## config.mk

```make
export PLATFORM = sky130hd
export DESIGN_NAME = msgact_rst_pin
export DESIGN_NICKNAME = d
export VERILOG_FILES = /design/src/rtl/msgact_pkg.sv /design/src/rtl/msgact_pulse_timer.sv /design/src/rtl/msgact_busy_decode.sv /design/src/rtl/msgact_rst_pin.sv
export SDC_FILE = /design/constraint.sdc
export NUM_CORES = 1
export LEC_CHECK = 0
export CORE_AREA = 8 8 45 47
export CTS_CLUSTER_SIZE = 30
export DETAILED_ROUTE_END_ITERATION = 8
export DIE_AREA = 0 0 53 55
export PLACE_DENSITY = 0.35
export SYNTH_ARGS = -nofsm -noshare
export SYNTH_HDL_FRONTEND = slang
export SYNTH_SLANG_ARGS = --single-unit
export TNS_END_PERCENT = 50
```

## constraint.sdc

```tcl
create_clock -name clk -period 1.1 [get_ports clk]
set_input_delay 0.165 -clock clk [delete_from_list [all_inputs] [get_ports clk]]
set_output_delay 0.165 -clock clk [all_outputs]
set_load 0.02 [all_outputs]
```

## src/rtl/msgact_pkg.sv

```systemverilog
package msgact_pkg;

    typedef enum logic [1:0] {
        MODE_BC   = 2'd0,
        MODE_RT   = 2'd1,
        MODE_SMM  = 2'd2,
        MODE_WMON = 2'd3
    } op_mode_e;

endpackage

```

## src/rtl/msgact_pulse_timer.sv

```systemverilog
module msgact_pulse_timer #(
    parameter int PULSE_CYCLES = 2
) (
    input  logic clk,
    input  logic rst_n,
    input  logic arm_i,
    output logic active_d_o
);
    localparam int CW = $clog2(PULSE_CYCLES + 1);
    localparam logic [CW-1:0] LOAD = CW'(PULSE_CYCLES);

    typedef struct packed {
        logic [CW-1:0] cnt;
    } tmr_state_t;

    tmr_state_t st_d, st_q;

    always_comb begin
        st_d = st_q;
        if (arm_i) begin
            st_d.cnt = LOAD;
        end else if (st_q.cnt != '0) begin
            st_d.cnt = st_q.cnt - 1'b1;
        end
        active_d_o = (st_d.cnt != '0);
    end

    always_ff @(posedge clk or negedge rst_n) begin
        if (!rst_n) begin
            st_q <= '0;
        end else begin
            st_q <= st_d;
        end
    end

    p_count_bound_r4: assert property (@(posedge clk) disable iff (!rst_n)
        st_q.cnt <= LOAD);

    p_rearm_full_r5: assert property (@(posedge clk) disable iff (!rst_n)
        arm_i |=> (st_q.cnt == LOAD));

    p_count_down_r4: assert property (@(posedge clk) disable iff (!rst_n)
        (!arm_i && st_q.cnt != '0) |=> (st_q.cnt == $past(st_q.cnt) - 1'b1));

endmodule

```

## src/rtl/msgact_busy_decode.sv

```systemverilog
module msgact_busy_decode
    import msgact_pkg::*;
(
    input  op_mode_e mode_i,
    input  logic     msg_active_i,
    input  logic     mon_online_i,
    output logic     busy_o
);
    always_comb begin
        unique case (mode_i)
            MODE_WMON: busy_o = mon_online_i;
            default:   busy_o = msg_active_i;
        endcase
    end
endmodule

```

## src/rtl/msgact_rst_pin.sv

```systemverilog
module msgact_rst_pin
    import msgact_pkg::*;
#(
    parameter int PULSE_CYCLES = 2
) (
    input  logic       clk,
    input  logic       rst_n,
    input  logic [1:0] mode_i,
    input  logic       msg_active_i,
    input  logic       mon_online_i,
    input  logic       rt_reset_cmd_i,
    input  logic       reset_sel_i,
    output logic       status_pin_no
);
    typedef struct packed {
        logic pin_n;
    } pin_state_t;

    op_mode_e   mode;
    logic       is_rt;
    logic       busy;
    logic       pulse_on_d;
    pin_state_t st_d, st_q;

    assign mode  = op_mode_e'(mode_i);
    assign is_rt = (mode == MODE_RT);

    msgact_busy_decode i_busy (
        .mode_i       (mode),
        .msg_active_i (msg_active_i),
        .mon_online_i (mon_online_i),
        .busy_o       (busy)
    );

    msgact_pulse_timer #(
        .PULSE_CYCLES (PULSE_CYCLES)
    ) i_timer (
        .clk        (clk),
        .rst_n      (rst_n),
        .arm_i      (rt_reset_cmd_i && is_rt),
        .active_d_o (pulse_on_d)
    );

    always_comb begin
        st_d = st_q;
        if (reset_sel_i) begin
            st_d.pin_n = is_rt ? !pulse_on_d : 1'b1;
        end else begin
            st_d.pin_n = !busy;
        end
    end

    always_ff @(posedge clk or negedge rst_n) begin
        if (!rst_n) begin
            st_q <= '{pin_n: 1'b1};
        end else begin
            st_q <= st_d;
        end
    end

    assign status_pin_no = st_q.pin_n;

    p_msg_level_r2: assert property (@(posedge clk) disable iff (!rst_n)
        (!reset_sel_i && mode_i != 2'd3) |=> (status_pin_no == !$past(msg_active_i)));

    p_online_level_r3: assert property (@(posedge clk) disable iff (!rst_n)
        (!reset_sel_i && mode_i == 2'd3) |=> (status_pin_no == !$past(mon_online_i)));

    p_strobe_low_r4: assert property (@(posedge clk) disable iff (!rst_n)
        (reset_sel_i && mode_i == 2'd1 && rt_reset_cmd_i) |=> !status_pin_no);

    p_forced_high_r6: assert property (@(posedge clk) disable iff (!rst_n)
        (reset_sel_i && mode_i != 2'd1) |=> status_pin_no);

endmodule

```

Word-level counts from Yosys, hierarchy flattened

Cells that the tools add are included.

$add $sub $neg: 1
Eq/ne operators: 2
Mux-type cells: 5
Reduce and logical (&&, ||, !) cells: 5

Operators with widths:

| cell                                                                   | count |
|---|---|
| 2-bit 2-to-1 mux                                                       | 2 |
| 2-bit nonzero test                                                     | 2 |
| 1-bit 2-to-1 mux                                                       | 3 |
| 2-bit by 1-bit equality test with 1-bit output (second input constant) | 1 |
| 2-bit equality test (second input constant)                            | 1 |
| 1-bit logical NOT                                                      | 2 |
| 2-bit by 1-bit subtractor with 2-bit output (second input constant)    | 1 |
| 1-bit logical AND                                                      | 1 |

Bits in registers: 3
Input port bits: 8
Output and inout port bits: 1
Logic and storage cells: 15

Longest topological paths before layout

Gate-level depths: netlist of run 1.

Word-level depth: 7
Mapped depth: 3
Depth with buffers taken out: 3

Cells and area by module

From an unflattened synthesis of run 1, not the netlist that was laid out.

Cell total of the unflattened synthesis: 12
Area total of the unflattened synthesis: 156.4 um^2

By module, submodules not included:

| module             | instances | cells each | area an instance (um^2) | sequential area each (um^2) |
|---|---|---|---|---|
| msgact_pulse_timer | 1         | 5          | 77.6                    | 50.0 |
| msgact_rst_pin     | 1         | 5          | 60.1                    | 26.3 |
| msgact_busy_decode | 1         | 2          | 18.8                    | 0.0 |

Worst setup path after synthesis of run 1

Ideal clock, no wire load.

Path type: register to output
Start: reg st_q (netlist: status_pin_no)
End: out status_pin_no
Data arrival time: 554 ps
Data required time: 935 ps
Slack: 381 ps
Cell stages (with the launch flop): 1
Buffers on the path: 0
Cells stage by stage: dfstp_2

RTL lines:

| item                     | line                 | text |
|---|---|---|
| start: declaration       | msgact_rst_pin.sv:23 | `pin_state_t st_d, st_q;` |
| start signal: assignment | msgact_rst_pin.sv:55 | `st_q <= '{pin_n: 1'b1};` |
| start signal: assignment | msgact_rst_pin.sv:57 | `st_q <= st_d;` |
| end: declaration         | msgact_rst_pin.sv:13 | `output logic status_pin_no` |

No word-level cell between the ends.

Final worst setup path of run 1

Start: reg st_q (netlist: status_pin_no)
End: out status_pin_no

No word-level cell between the ends.

==> run metrics, run 1 <==
outcome finished, final reports clean; Die W approximately 53 µm; Hold Vio Cnt, Final 0; Placer Congestion 0.555; clk slew on worst S/H paths 40 ps; RSZ-0062 raised after global routing no; pre-CTS setup slack -156 ps; PortBufs 8; clock power share 53.5%; share of layout cells above drive strength 1 a little over a quarter; first-pass GRT wire length 558 µm; worst path cell trace buf_2; Crit path max-delay family flip-flops; final wirelength around 340 µm; synthesis-to-layout area growth 90.7%; num rows 14; Top FF cell, synth dfrtp_1; TritonRoute pass-1 iters 4; antenna violation net count after detailed routing 0; crit-path max FO 1; core area approximately 1400 µm²; sw frac between 20% and 30%; startpoint types flip-flop; vias in the first global route approximately 130; filler cell count roughly 150; Initial Utilization 9.67%; synthesized net count 19; die area around 3000 µm²; power per cell area ~1500 nW/µm²; Max Slew Vio Count 0; vias per cell roughly 3.4; Synth area leaders dfrtp_1, dfstp_2, a22o_1; clk buf depth 2; clk root buf clkbuf_4; CP Depth 1; Maximum Capacitance Violations 0; placed instance count 35; routed via count 131; Setup-failing EPs final 0; Syn. warnings 0; Max VDD drop 0.397 mV; diodes inserted 0; CTS sink cnt 3; Critical Path Max Stage Delay roughly 500 ps; Min-Delay Path Class primary input to async pin; setup TNS 0 ps; WP data required roughly 940 ps; setup slack after layout approximately 50 ps; Static Leak ~0.11 nW; Worst Reg-to-Reg Cells 1; worst endpoint data arrival time just under 900 ps; most frequent cell after synthesis dfrtp_1; Die Y between 50 and 60 µm; Synth cell types 10; DP Area between 200 and 250 µm²; Overflow after GRT 0; f_max 0.952 GHz; Total GRT Usage between 3 and 4%; Post-Route Skew 4.85 ps; EDFF count, synth 0; synthesized area ~130 µm²; Num CTS Buffers 3; initial antenna violation count 0; CP Buf/Inv Count 1; nets 32; Avg Cell Area, Syn 12.2 µm²; worst-margin pin slew about 240 ps; Slew headroom between 80% and 90%; Tcrit/Tclk final between 90 and 100%; FF+latch count, synth 3; DRC errors left 0; largest net degree at the start of global routing 4; Synth top area share between 30% and 40%; Psw about 0.084 mW; FF/Latch Area 76.3 µm²; synthesized instance count 11; sequential area share after synthesis a little under three fifths; slowest CP cell dfstp_2; htree depth 1; critical path type flip-flop to output port; dominant cell type by area after synthesis dfrtp_1; Comb pwr share roughly 14%; footprint of the multi-input gates approximately 58 µm²; CTS tree done; Final Critical Period approximately 1100 ps; P_int 0.289 mW; wire per inst roughly 8.7 µm; Layout Cells excl Fill 39; Setup crit end kind output port; final instance area 255 µm²; DR iter-0 viols 7; Flop pwr share roughly 33%; Hold Buf Count CTS 0; Async SR Flop Fraction 100%; Tot Pwr between 0.3 and 0.4 mW; latest clock arrival within the worst-skew pair roughly 240 ps; # IOs 9
## placed cells by master, fill, tap and decap left out, drive strengths merged
cell type	instances
dfrtp	2
nand2b	1
a21boi	1
buf	1
a21o	1
a21oi	1
o21ai	1
dfstp	1
clkbuf	4
a22o	1
a311oi	1
and2b	1
clkdlybuf4s50	7
## power groups by stage
stage | clock (mW) | combinational, mW | sequential [mW]
2_1_floorplan | 0 | 0.0127 | 0.128
3_3_place_gp | 0 | 0.0532 | 0.124
3_5_place_dp | 0 | 0.0540 | 0.124
4_1_cts | 0.211 | 0.0514 | 0.123
5_1_grt | 0.226 | 0.0554 | 0.123
6_report | 0.200 | 0.0511 | 0.123
## logic make-up (layout without fill, tap and decap cells)
kind of cell           count (synthesis)  count (layout)  synth area share [%]
AOI/OAI and AO/OA                      6               6                  31.8
DFF                                    3               3                  57.0
and+or+nand+nor                        2               2                  11.2
buffers and inverters                  0              12                     0
## sequential cells by signal, summed over array words and instances (netlist names)
register       cells
i_timer.st_q       2
status_pin_no      1
## what timing repair did
action,CTS,global route
endpoints found under the setup margin,1,0
setup buffers,0,0
resized for setup,4,0
## routing by layer
layer	vias up	share of wire (%)	global-route usage [%]
met5	-	0	0
met4	0	0	0
met3	0	33	6.15
met2	15	17	1.76
met1	50	50	3.65
li1	66	-	-
## final timing paths
| check | start | to | slack (ps) |
|---|---|---|---|
| min reg2reg | i_timer.st_q[0] | i_timer.st_q[1] | 490 |
| max | status_pin_no | status_pin_no | 50 |
| max reg2reg | i_timer.st_q[1] | i_timer.st_q[1] | 390 |
| min in group clk | i_timer.st_q[0] | i_timer.st_q[1] | 490 |
| max in group asynchronous | rst_n | status_pin_no | 760 |
| min | rst_n | i_timer.st_q[1] | 110 |
## stage by stage
step	util [%]	hold slack [ps]
after global placement	16.9	351
after floorplan	-	-131
after global routing	18.4	101
after detailed placement	16.9	360
final	18.4	110
after CTS	18.4	103
## cell type report
type	count	area share, %
clock buffers	4	10.3
multi-input cells	8	22.5
flip-flops and latches	3	29.9
well taps	16	7.84
repair buffers	8	29.4
(Power assumes the default switching activity.)
==> inputs of run 2 (changes only) <==
Settings changed: CTS_CLUSTER_SIZE 30 to 10.
==> results of run 2 <==
No change in the layout: final DEF, timing and power equal those of run 1.
==> inputs of run 3 (changes only) <==
Settings changed: TNS_END_PERCENT 50 to unset.
==> results of run 3 <==
No change in the layout: final DEF, timing and power equal those of run 1.
